==> src/rtl/frc_dither_pkg.sv <==
package frc_dither_pkg;

   typedef enum logic {
      PIX_MONO  = 1'b0,
      PIX_COLOR = 1'b1
   } frc_pix_mode_e;

   typedef enum logic {
      LANES_NARROW = 1'b0,
      LANES_WIDE   = 1'b1
   } frc_lanes_e;

   // number of serial values one colour pixel contributes
   localparam int unsigned FRC_COMPONENTS = 3;

endpackage

==> src/rtl/frc_pattern_table.sv <==
module frc_pattern_table #(
   parameter int unsigned LVL_W = 4,
   parameter int unsigned PAT_W = 12,
   parameter int unsigned NRD   = 3
) (
   input  logic                      clk,
   input  logic                      rst_n,
   input  logic                      wr_en,
   input  logic [LVL_W-1:0]          wr_lvl,
   input  logic [PAT_W-1:0]          wr_val,
   input  logic [NRD-1:0][LVL_W-1:0] rd_lvl,
   output logic [NRD-1:0][PAT_W-1:0] rd_pat
);
   localparam int unsigned LEVELS = 1 << LVL_W;

   logic [PAT_W-1:0] entry_q [LEVELS];

   for (genvar e = 0; e < LEVELS; e++) begin : g_entry
      // top level defaults to solid ON, every other level to solid OFF
      localparam logic [PAT_W-1:0] RST_VAL = (e == LEVELS - 1) ? '1 : '0;
      always_ff @(posedge clk or negedge rst_n) begin
         if (!rst_n) begin
            entry_q[e] <= RST_VAL;
         end else if (wr_en && (wr_lvl == LVL_W'(e))) begin
            entry_q[e] <= wr_val;
         end
      end
   end

   for (genvar r = 0; r < NRD; r++) begin : g_rd
      assign rd_pat[r] = entry_q[rd_lvl[r]];
   end

endmodule

==> src/rtl/frc_bit_pick.sv <==
module frc_bit_pick #(
   parameter int unsigned GROUP  = 4,
   parameter int unsigned FRAMES = 3,
   localparam int unsigned PAT_W  = GROUP * FRAMES,
   localparam int unsigned FIDX_W = $clog2(FRAMES),
   localparam int unsigned POS_W  = $clog2(GROUP),
   localparam int unsigned SH_W   = $clog2(PAT_W)
) (
   input  logic [PAT_W-1:0]  pat,
   input  logic [FIDX_W-1:0] fidx,
   input  logic [POS_W-1:0]  pos,
   output logic              on
);
   logic [SH_W-1:0]  shamt;
   logic [PAT_W-1:0] aligned;

   // frame picks the nibble from the top, position picks the bit inside it
   always_comb begin
      shamt   = SH_W'(fidx) * SH_W'(GROUP) + SH_W'(pos);
      aligned = pat << shamt;
      on      = aligned[PAT_W-1];
   end

endmodule

==> src/rtl/frc_frame_seq.sv <==
module frc_frame_seq #(
   parameter int unsigned FRAMES = 3,
   parameter int unsigned GROUP  = 4,
   parameter int unsigned CHUNK  = 3,
   localparam int unsigned FIDX_W = $clog2(FRAMES),
   localparam int unsigned POS_W  = $clog2(GROUP)
) (
   input  logic              clk,
   input  logic              rst_n,
   input  logic              frame_start,
   input  logic              line_start,
   input  logic              pix_valid,
   input  logic              color_in,
   input  logic              wide_in,
   output logic              color_q,
   output logic              wide_q,
   output logic [FIDX_W-1:0] fidx_q,
   output logic [POS_W-1:0]  pos_q
);
   logic             seen_frame_q;
   logic [POS_W-1:0] step;

   assign step = color_q ? POS_W'(CHUNK) : POS_W'(1);

   always_ff @(posedge clk or negedge rst_n) begin
      if (!rst_n) begin
         seen_frame_q <= 1'b0;
         fidx_q       <= '0;
         pos_q        <= '0;
         color_q      <= 1'b0;
         wide_q       <= 1'b0;
      end else if (frame_start) begin
         seen_frame_q <= 1'b1;
         if (!seen_frame_q || fidx_q == FIDX_W'(FRAMES - 1)) begin
            fidx_q <= '0;
         end else begin
            fidx_q <= fidx_q + 1'b1;
         end
         color_q <= color_in;
         wide_q  <= wide_in;
         pos_q   <= '0;
      end else if (line_start) begin
         pos_q <= '0;
      end else if (pix_valid) begin
         pos_q <= pos_q + step;  // wraps modulo GROUP
      end
   end

endmodule

==> src/rtl/frc_lane_packer.sv <==
module frc_lane_packer #(
   parameter int unsigned BUS_NARROW = 4,
   parameter int unsigned BUS_WIDE   = 8,
   parameter int unsigned CHUNK      = 3,
   localparam int unsigned LEN_W = $clog2(CHUNK + 1)
) (
   input  logic                clk,
   input  logic                rst_n,
   input  logic                in_valid,
   input  logic [LEN_W-1:0]    in_len,
   input  logic [CHUNK-1:0]    in_bits,
   input  logic                wide,
   input  logic                flush,
   output logic [BUS_WIDE-1:0] out_data,
   output logic                out_strobe
);
   localparam int unsigned ACC_W = BUS_WIDE + CHUNK - 1;
   localparam int unsigned CNT_W = $clog2(ACC_W + 1);

   logic [ACC_W-1:0]    acc_q, merged, rest, src;
   logic [CNT_W-1:0]    cnt_q, cnt_sum, lane_cnt;
   logic [BUS_WIDE-1:0] word;

   // accumulator is MSB-first: the oldest pending value sits in the top bit
   always_comb begin
      lane_cnt = wide ? CNT_W'(BUS_WIDE) : CNT_W'(BUS_NARROW);
      merged   = acc_q | ({in_bits, {(ACC_W - CHUNK){1'b0}}} >> cnt_q);
      cnt_sum  = cnt_q + CNT_W'(in_len);
      src      = flush ? acc_q : merged;
      if (wide) begin
         word = src[ACC_W-1 -: BUS_WIDE];
      end else begin
         word = {{(BUS_WIDE - BUS_NARROW){1'b0}}, src[ACC_W-1 -: BUS_NARROW]};
      end
      rest = merged << lane_cnt;
   end

   always_ff @(posedge clk or negedge rst_n) begin
      if (!rst_n) begin
         acc_q      <= '0;
         cnt_q      <= '0;
         out_data   <= '0;
         out_strobe <= 1'b0;
      end else begin
         out_data   <= '0;
         out_strobe <= 1'b0;
         if (flush) begin
            if (cnt_q != '0) begin
               out_data   <= word;
               out_strobe <= 1'b1;
            end
            acc_q <= '0;
            cnt_q <= '0;
         end else if (in_valid) begin
            if (cnt_sum >= lane_cnt) begin
               out_data   <= word;
               out_strobe <= 1'b1;
               acc_q      <= rest;
               cnt_q      <= cnt_sum - lane_cnt;
            end else begin
               acc_q <= merged;
               cnt_q <= cnt_sum;
            end
         end
      end
   end

endmodule

==> src/rtl/frc_dither_unit.sv <==
module frc_dither_unit #(
   parameter int unsigned LVL_W      = 4,
   parameter int unsigned GROUP      = 4,
   parameter int unsigned FRAMES     = 3,
   parameter int unsigned BUS_NARROW = 4,
   parameter int unsigned BUS_WIDE   = 8
) (
   input  logic                    clk,
   input  logic                    rst_n,
   input  logic                    pat_wr_en,
   input  logic [LVL_W-1:0]        pat_wr_lvl,
   input  logic [GROUP*FRAMES-1:0] pat_wr_val,
   input  logic                    frame_start,
   input  logic                    line_start,
   input  logic                    pix_valid,
   input  logic [LVL_W-1:0]        pix_red,
   input  logic [LVL_W-1:0]        pix_grn,
   input  logic [LVL_W-1:0]        pix_blu,
   input  logic                    color_mode_in,
   input  logic                    bus_wide_in,
   output logic [BUS_WIDE-1:0]     lcd_data,
   output logic                    lcd_shift_en
);
   import frc_dither_pkg::*;

   localparam int unsigned CHUNK  = FRC_COMPONENTS;
   localparam int unsigned PAT_W  = GROUP * FRAMES;
   localparam int unsigned FIDX_W = $clog2(FRAMES);
   localparam int unsigned POS_W  = $clog2(GROUP);
   localparam int unsigned LEN_W  = $clog2(CHUNK + 1);

   if ((GROUP & (GROUP - 1)) != 0 || GROUP < 2) begin : g_chk_group
      $error("GROUP must be a power of two of at least 2");
   end
   if (FRAMES < 2) begin : g_chk_frames
      $error("FRAMES must be at least 2");
   end
   if (BUS_NARROW < CHUNK || BUS_WIDE <= BUS_NARROW) begin : g_chk_bus
      $error("need CHUNK <= BUS_NARROW < BUS_WIDE");
   end

   frc_pix_mode_e            pix_mode;
   frc_lanes_e               lanes;
   logic                     color_q, wide_q;
   logic [FIDX_W-1:0]        fidx;
   logic [POS_W-1:0]         pos;
   logic [CHUNK-1:0][LVL_W-1:0] comp_lvl;
   logic [CHUNK-1:0][PAT_W-1:0] comp_pat;
   logic [CHUNK-1:0]         comp_on;
   logic [CHUNK-1:0]         chunk_bits;
   logic [LEN_W-1:0]         chunk_len;
   logic                     flush;

   assign pix_mode = frc_pix_mode_e'(color_q);
   assign lanes    = frc_lanes_e'(wide_q);
   assign flush    = frame_start | line_start;

   frc_frame_seq #(.FRAMES(FRAMES), .GROUP(GROUP), .CHUNK(CHUNK)) u_seq (
      .clk         (clk),
      .rst_n       (rst_n),
      .frame_start (frame_start),
      .line_start  (line_start),
      .pix_valid   (pix_valid),
      .color_in    (color_mode_in),
      .wide_in     (bus_wide_in),
      .color_q     (color_q),
      .wide_q      (wide_q),
      .fidx_q      (fidx),
      .pos_q       (pos)
   );

   // component 0 is red (or mono), then green, then blue
   assign comp_lvl[0] = pix_red;
   assign comp_lvl[1] = pix_grn;
   assign comp_lvl[2] = pix_blu;

   frc_pattern_table #(.LVL_W(LVL_W), .PAT_W(PAT_W), .NRD(CHUNK)) u_tab (
      .clk    (clk),
      .rst_n  (rst_n),
      .wr_en  (pat_wr_en),
      .wr_lvl (pat_wr_lvl),
      .wr_val (pat_wr_val),
      .rd_lvl (comp_lvl),
      .rd_pat (comp_pat)
   );

   for (genvar g = 0; g < CHUNK; g++) begin : g_comp
      logic [POS_W-1:0] slot;
      assign slot = pos + POS_W'(g);
      frc_bit_pick #(.GROUP(GROUP), .FRAMES(FRAMES)) u_pick (
         .pat  (comp_pat[g]),
         .fidx (fidx),
         .pos  (slot),
         .on   (comp_on[g])
      );
   end

   always_comb begin
      if (pix_mode == PIX_COLOR) begin
         for (int i = 0; i < CHUNK; i++) begin
            chunk_bits[CHUNK-1-i] = comp_on[i];
         end
         chunk_len = LEN_W'(CHUNK);
      end else begin
         chunk_bits          = '0;
         chunk_bits[CHUNK-1] = comp_on[0];
         chunk_len           = LEN_W'(1);
      end
   end

   frc_lane_packer #(.BUS_NARROW(BUS_NARROW), .BUS_WIDE(BUS_WIDE), .CHUNK(CHUNK)) u_pack (
      .clk        (clk),
      .rst_n      (rst_n),
      .in_valid   (pix_valid),
      .in_len     (chunk_len),
      .in_bits    (chunk_bits),
      .wide       (lanes == LANES_WIDE),
      .flush      (flush),
      .out_data   (lcd_data),
      .out_strobe (lcd_shift_en)
   );

endmodule

==> config.mk <==
export PLATFORM = sky130hd
export DESIGN_NAME = frc_dither_unit
export DESIGN_NICKNAME = d
export VERILOG_FILES = /design/src/rtl/frc_dither_pkg.sv /design/src/rtl/frc_pattern_table.sv /design/src/rtl/frc_bit_pick.sv /design/src/rtl/frc_frame_seq.sv /design/src/rtl/frc_lane_packer.sv /design/src/rtl/frc_dither_unit.sv
export SDC_FILE = /design/constraint.sdc
export NUM_CORES = 1
export LEC_CHECK = 0
export BUFFER_PORTS_ARGS = -buffer_cell sky130_fd_sc_hd__buf_4
export CELL_PAD_IN_SITES_DETAIL_PLACEMENT = 1
export CELL_PAD_IN_SITES_GLOBAL_PLACEMENT = 1
export CORE_UTILIZATION = 45
export DETAILED_ROUTE_END_ITERATION = 8
export PLACE_DENSITY = 0.72
export SKIP_LAST_GASP = 1
export SYNTH_ARGS = -nofsm -noshare
export SYNTH_HDL_FRONTEND = slang
export SYNTH_SLANG_ARGS = --single-unit
==> constraint.sdc <==
create_clock -name clk -period 9.6 [get_ports clk]
set_input_delay 0.48 -clock clk [delete_from_list [all_inputs] [get_ports clk]]
set_output_delay 0.48 -clock clk [all_outputs]
set_load 0.01 [all_outputs]
==> run_results.csv <==
group,metric,value,unit
status,run_status,"finished with violations",
status,violations_in_the_final_reports,"design-rule violations",
detailed_routing,top_signal_layer_used,"met4",
cells_and_area,final_util,50.2,%
timing,maxSlewViolCount,0,
clock_tree,cts_inserted_buffers,27,
setup_path,timing.critical_path.arrival,4.40,ns
cells_and_area,layout.nets,1124,
power,power.share.switching,30.8,%
timing,fmaxAchievable,0.253,GHz
setup_path,worstRegToRegCells,11,
detailed_routing,vias_per_cell,6.82,
clock_tree,root_buffer,"sky130_fd_sc_hd__clkbuf_16",
setup_path,setup.worst_path.end_class,"flip-flop",
power,share_clk_of_total_power,31.3,%
timing,hold_fails_final_rpt,0,
clock_tree,post_cts.resized_instances,0,
detailed_routing,routedWlPerCell,29.7,µm
placed_design,place_congestion,0.931,
logic_synthesis,synth_warnings,0,
timing,tns,0,ns
worst_hold_path,hold-path-endpoint,"u_seq.wide_q$_DFFE_PN0P_",
logic_synthesis,yosysTopAreaCellShare,37.1,%
floorplan,floorplan.io_pins,45,
clock_tree,post_cts_buffers,0,
timing,setup_viol,0,
detailed_routing,met2_length,20500,µm
setup_path,slowest_stage,"sky130_fd_sc_hd__dfrtp_1",
detailed_routing,firstDrtPassIters,9,
logic_synthesis,yosys.cell_types.count,78,
clock_tree,clock_insertion_delay_worst_skew,0.55,ns
clock_tree,maximum_buffer_depth_of_the_clock_tree,3,
clock_tree,tritoncts_clock_tree,"done",
setup_path,crit_path_start_kind,"flip-flop",
logic_synthesis,synth_largest_area_cell,"sky130_fd_sc_hd__dfrtp_1",
power,power.sequential.fraction,42.8,%
global_route,number_of_antenna_violations_at_the_first_check_in_global_routing,1,
timing,headroom_to_the_max_slew_limit,16.4,%
setup_path,r2r_setup_slack,5.64,ns
logic_synthesis,synth_most_common_cell,"sky130_fd_sc_hd__dfrtp_1",
global_route,grt_overflow_total,0,
detailed_routing,num_vias,10200,
detailed_routing,detail_route.wirelength,44400,µm
setup_path,slowest_delay,0.65,ns
detailed_routing,first_iter_violations,829,
detailed_routing,drc_markers,2,
setup_path,worstPathCellList,"fa_1 > xnor2_1 > ha_1 > inv_1 > fa_1 > a31oi_1 > nor2_1 > nor2_1 > a31oi_1 > nand2_1 > o21ba_2",
timing,minimum_hold_slack,0.154,ns
setup_path,worstReg2RegEnd,"u_pack.out_data[6]$_DFF_PN0_",
timing,final.setup.worst_slack,5.64,ns
setup_path,critPathTopFamily,"adder cells",
power,finalPower,3.19,mW
cells_and_area,drive_above_1_share,41.0,%
placed_design,place_ws,5.47,ns
global_route,grt_pass1_wl,68700,µm
logic_synthesis,ys_async_sr_fraction,100,%
power,power.switching,0.985,mW
flow_run,max_cap_viol_count,0,
floorplan,floorplan.die_area,0.0322,mm²
detailed_routing,antenna_left,0,
logic_synthesis,summed_instance_area_of_the_synthesized_netlist,0.0142,mm²
timing,tightest_slew,1.25,ns
logic_synthesis,ys_top_cells_by_area,"sky130_fd_sc_hd__dfrtp_1 37%, sky130_fd_sc_hd__mux4_2 19%, sky130_fd_sc_hd__mux2_2 16%",
cells_and_area,final.fill_count,3146,
logic_synthesis,postSynthRegisterBits,222,
placed_design,numPortBuffers,44,
logic_synthesis,yosysSeqAreaShare,39.3,%
floorplan,starting_density,46.1,%
clock_tree,cts_sinks,222,
cells_and_area,area_growth,8.88,%
setup_path,worstSetupPathType,"flip-flop to flip-flop",
power,vdd_ir_drop_max,161,µV
power,power_density,207,mW/mm²
power,total_internal_power,2.21,mW
global_route,globalRouteTotalUtil,28.1,%
global_route,maximum_number_of_pins_on_one_net_before_global_route_repair,92,
clock_tree,cts.reportedPaths.clkPinSlew,0.06,ns
power,power.combinational.fraction,25.9,%
logic_synthesis,synth_enable_flop_cells,0,
detailed_routing,met3_wirelength,3690,µm
logic_synthesis,syn_avg_cell_area,13.0,µm²
setup_path,critical_path_buffer_and_inverter_count,1,
worst_hold_path,min_delay_path_depth,3,
floorplan,std_cell_rows,64,
timing,layout_worst_path_cycle_share,41.2,%
floorplan,core-area,0.0307,mm²
floorplan,die-width,179,µm
timing,clock-skew-final,0.0117,ns
setup_path,critPathMaxFanout,18,
logic_synthesis,postSynth.topFlopCell,"sky130_fd_sc_hd__dfrtp_1",
timing,final.min_clock_period,3.96,ns
cells_and_area,n_antenna_cell,0,
detailed_routing,wirelength_met1,18200,µm
setup_path,cp.required,10.04,ns
clock_tree,cts_hold_fix_bufs,1,
setup_path,crit-reg2reg-launch,"u_pack.cnt_q[0]$_DFFE_PN0P_",
logic_synthesis,syn-instance-count,1086,
worst_hold_path,holdCritStartpoint,"bus_wide_in",
clock_tree,htreeDepth,1,
logic_synthesis,syn-num-nets,1129,
placed_design,dp_hpwl,28600,µm
worst_hold_path,worst_hold_path_class,"primary input to flip-flop",
logic_synthesis,top_cells_by_count_synth,"210 x sky130_fd_sc_hd__dfrtp_1, 197 x sky130_fd_sc_hd__mux2_2, 121 x sky130_fd_sc_hd__mux4_2, 56 x sky130_fd_sc_hd__nor2_1, 49 x sky130_fd_sc_hd__mux2i_1",
floorplan,die_h,179,µm
power,power.leakage,6.20,nW
timing,rsz_0062_raised_after_global_routing,"false",
global_route,number_of_global_route_vias_before_repair,10800,
## kinds of logic after synthesis
family / Yosys count / share of synthesized area, %
adder cells (fa/ha/maj): 7 / 0.724
XOR/XNOR: 6 / 0.371
buffers and inverters: 113 / 4.49
AO/OA/AOI/OAI: 150 / 8.04
multiplexers: 374 / 39.5
flip-flops: 222 / 39.3
AND/OR/NAND/NOR: 214 / 7.52
## state kept, by name, summed over array words and instances, names as in the netlist
register	cells
u_seq.fidx_q	2
u_pack.cnt_q	4
u_seq.color_q	1
u_pack.acc_q	10
u_seq.pos_q	2
u_pack.out_data	8
u_seq.wide_q	1
u_tab.entry_q	192
u_seq.seen_frame_q	1
u_pack.out_strobe	1
## placed cells by master, fill, tap and decap left out, drive strengths merged, types with 16 or more instances in the layout
cell type    n
inv         19
clkbuf      39
a21oi       16
nor2b       17
mux2i       51
nand3       33
nor2        56
buf         58
nand2       44
mux2       197
o21ai       19
dfrtp      210
mux4       126
a22oi       37
## metal layers
layer / track usage [%] / vias up
met3: 6.67 / 126
met1: 37.6 / 5413
met4: 11.8 / 0
li1: - / 4238
met5: 0 / -
met2: 44.1 / 438
## through the flow
stage | cell area, µm² | cells
final | 15400 | 1497
after global routing | 15400 | 1497
after CTS | 15400 | 1497
after detailed placement | 14500 | 1447
after global placement | 14500 | 1447
after floorplan | 14200 | 1086
## worst register-to-register path: stages, from the launching register on
cell	delay (ns)
sky130_fd_sc_hd__dfrtp_1	0.65
sky130_fd_sc_hd__fa_1	0.57
sky130_fd_sc_hd__xnor2_1	0.16
sky130_fd_sc_hd__ha_1	0.16
sky130_fd_sc_hd__inv_1	0.05
sky130_fd_sc_hd__fa_1	0.41
sky130_fd_sc_hd__a31oi_1	0.51
sky130_fd_sc_hd__nor2_1	0.26
sky130_fd_sc_hd__nor2_1	0.45
sky130_fd_sc_hd__a31oi_1	0.22
sky130_fd_sc_hd__nand2_1	0.24
sky130_fd_sc_hd__o21ba_2	0.18
## worst max path at each step
stage                                 from                            to  slack, ns  cells after the start
3_3_place_gp                    pix_blu[0]  u_pack.out_data[0]$_DFF_PN0_       5.53                     11
6_report       u_pack.cnt_q[0]$_DFFE_PN0P_  u_pack.out_data[6]$_DFF_PN0_       5.64                     11
5_1_grt        u_pack.cnt_q[0]$_DFFE_PN0P_  u_pack.out_data[6]$_DFF_PN0_       5.36                     11
3_5_place_dp                    pix_blu[0]  u_pack.out_data[0]$_DFF_PN0_       5.47                     11
4_1_cts        u_pack.cnt_q[0]$_DFFE_PN0P_  u_pack.out_data[6]$_DFF_PN0_       5.74                     11
2_1_floorplan    u_seq.color_q$_DFFE_PN0P_  u_pack.out_data[6]$_DFF_PN0_       6.56                     11
## power groups by stage
stage / logic, mW / registers [mW] / clock network (mW)
after floorplan: 0.652 / 1.28 / 0
after global placement: 0.802 / 1.36 / 0
after detailed placement: 0.823 / 1.37 / 0
after CTS: 0.828 / 1.36 / 1.02
after global routing: 0.887 / 1.39 / 1.06
final: 0.827 / 1.37 / 1.00
## area by class of cell
class                      instances  area (µm²)  share of cell area [%]
tap                              396         495                    3.21
multi-input combinational        751        7960                    51.6
timing repair buffer              59         453                    2.94
inverter                          20        75.1                   0.487
sequential                       222        5570                    36.1
clock buffer                      39         781                    5.06
clock inverter                    10        86.3                   0.560
Note: power is estimated with default switching activity, not from simulation.
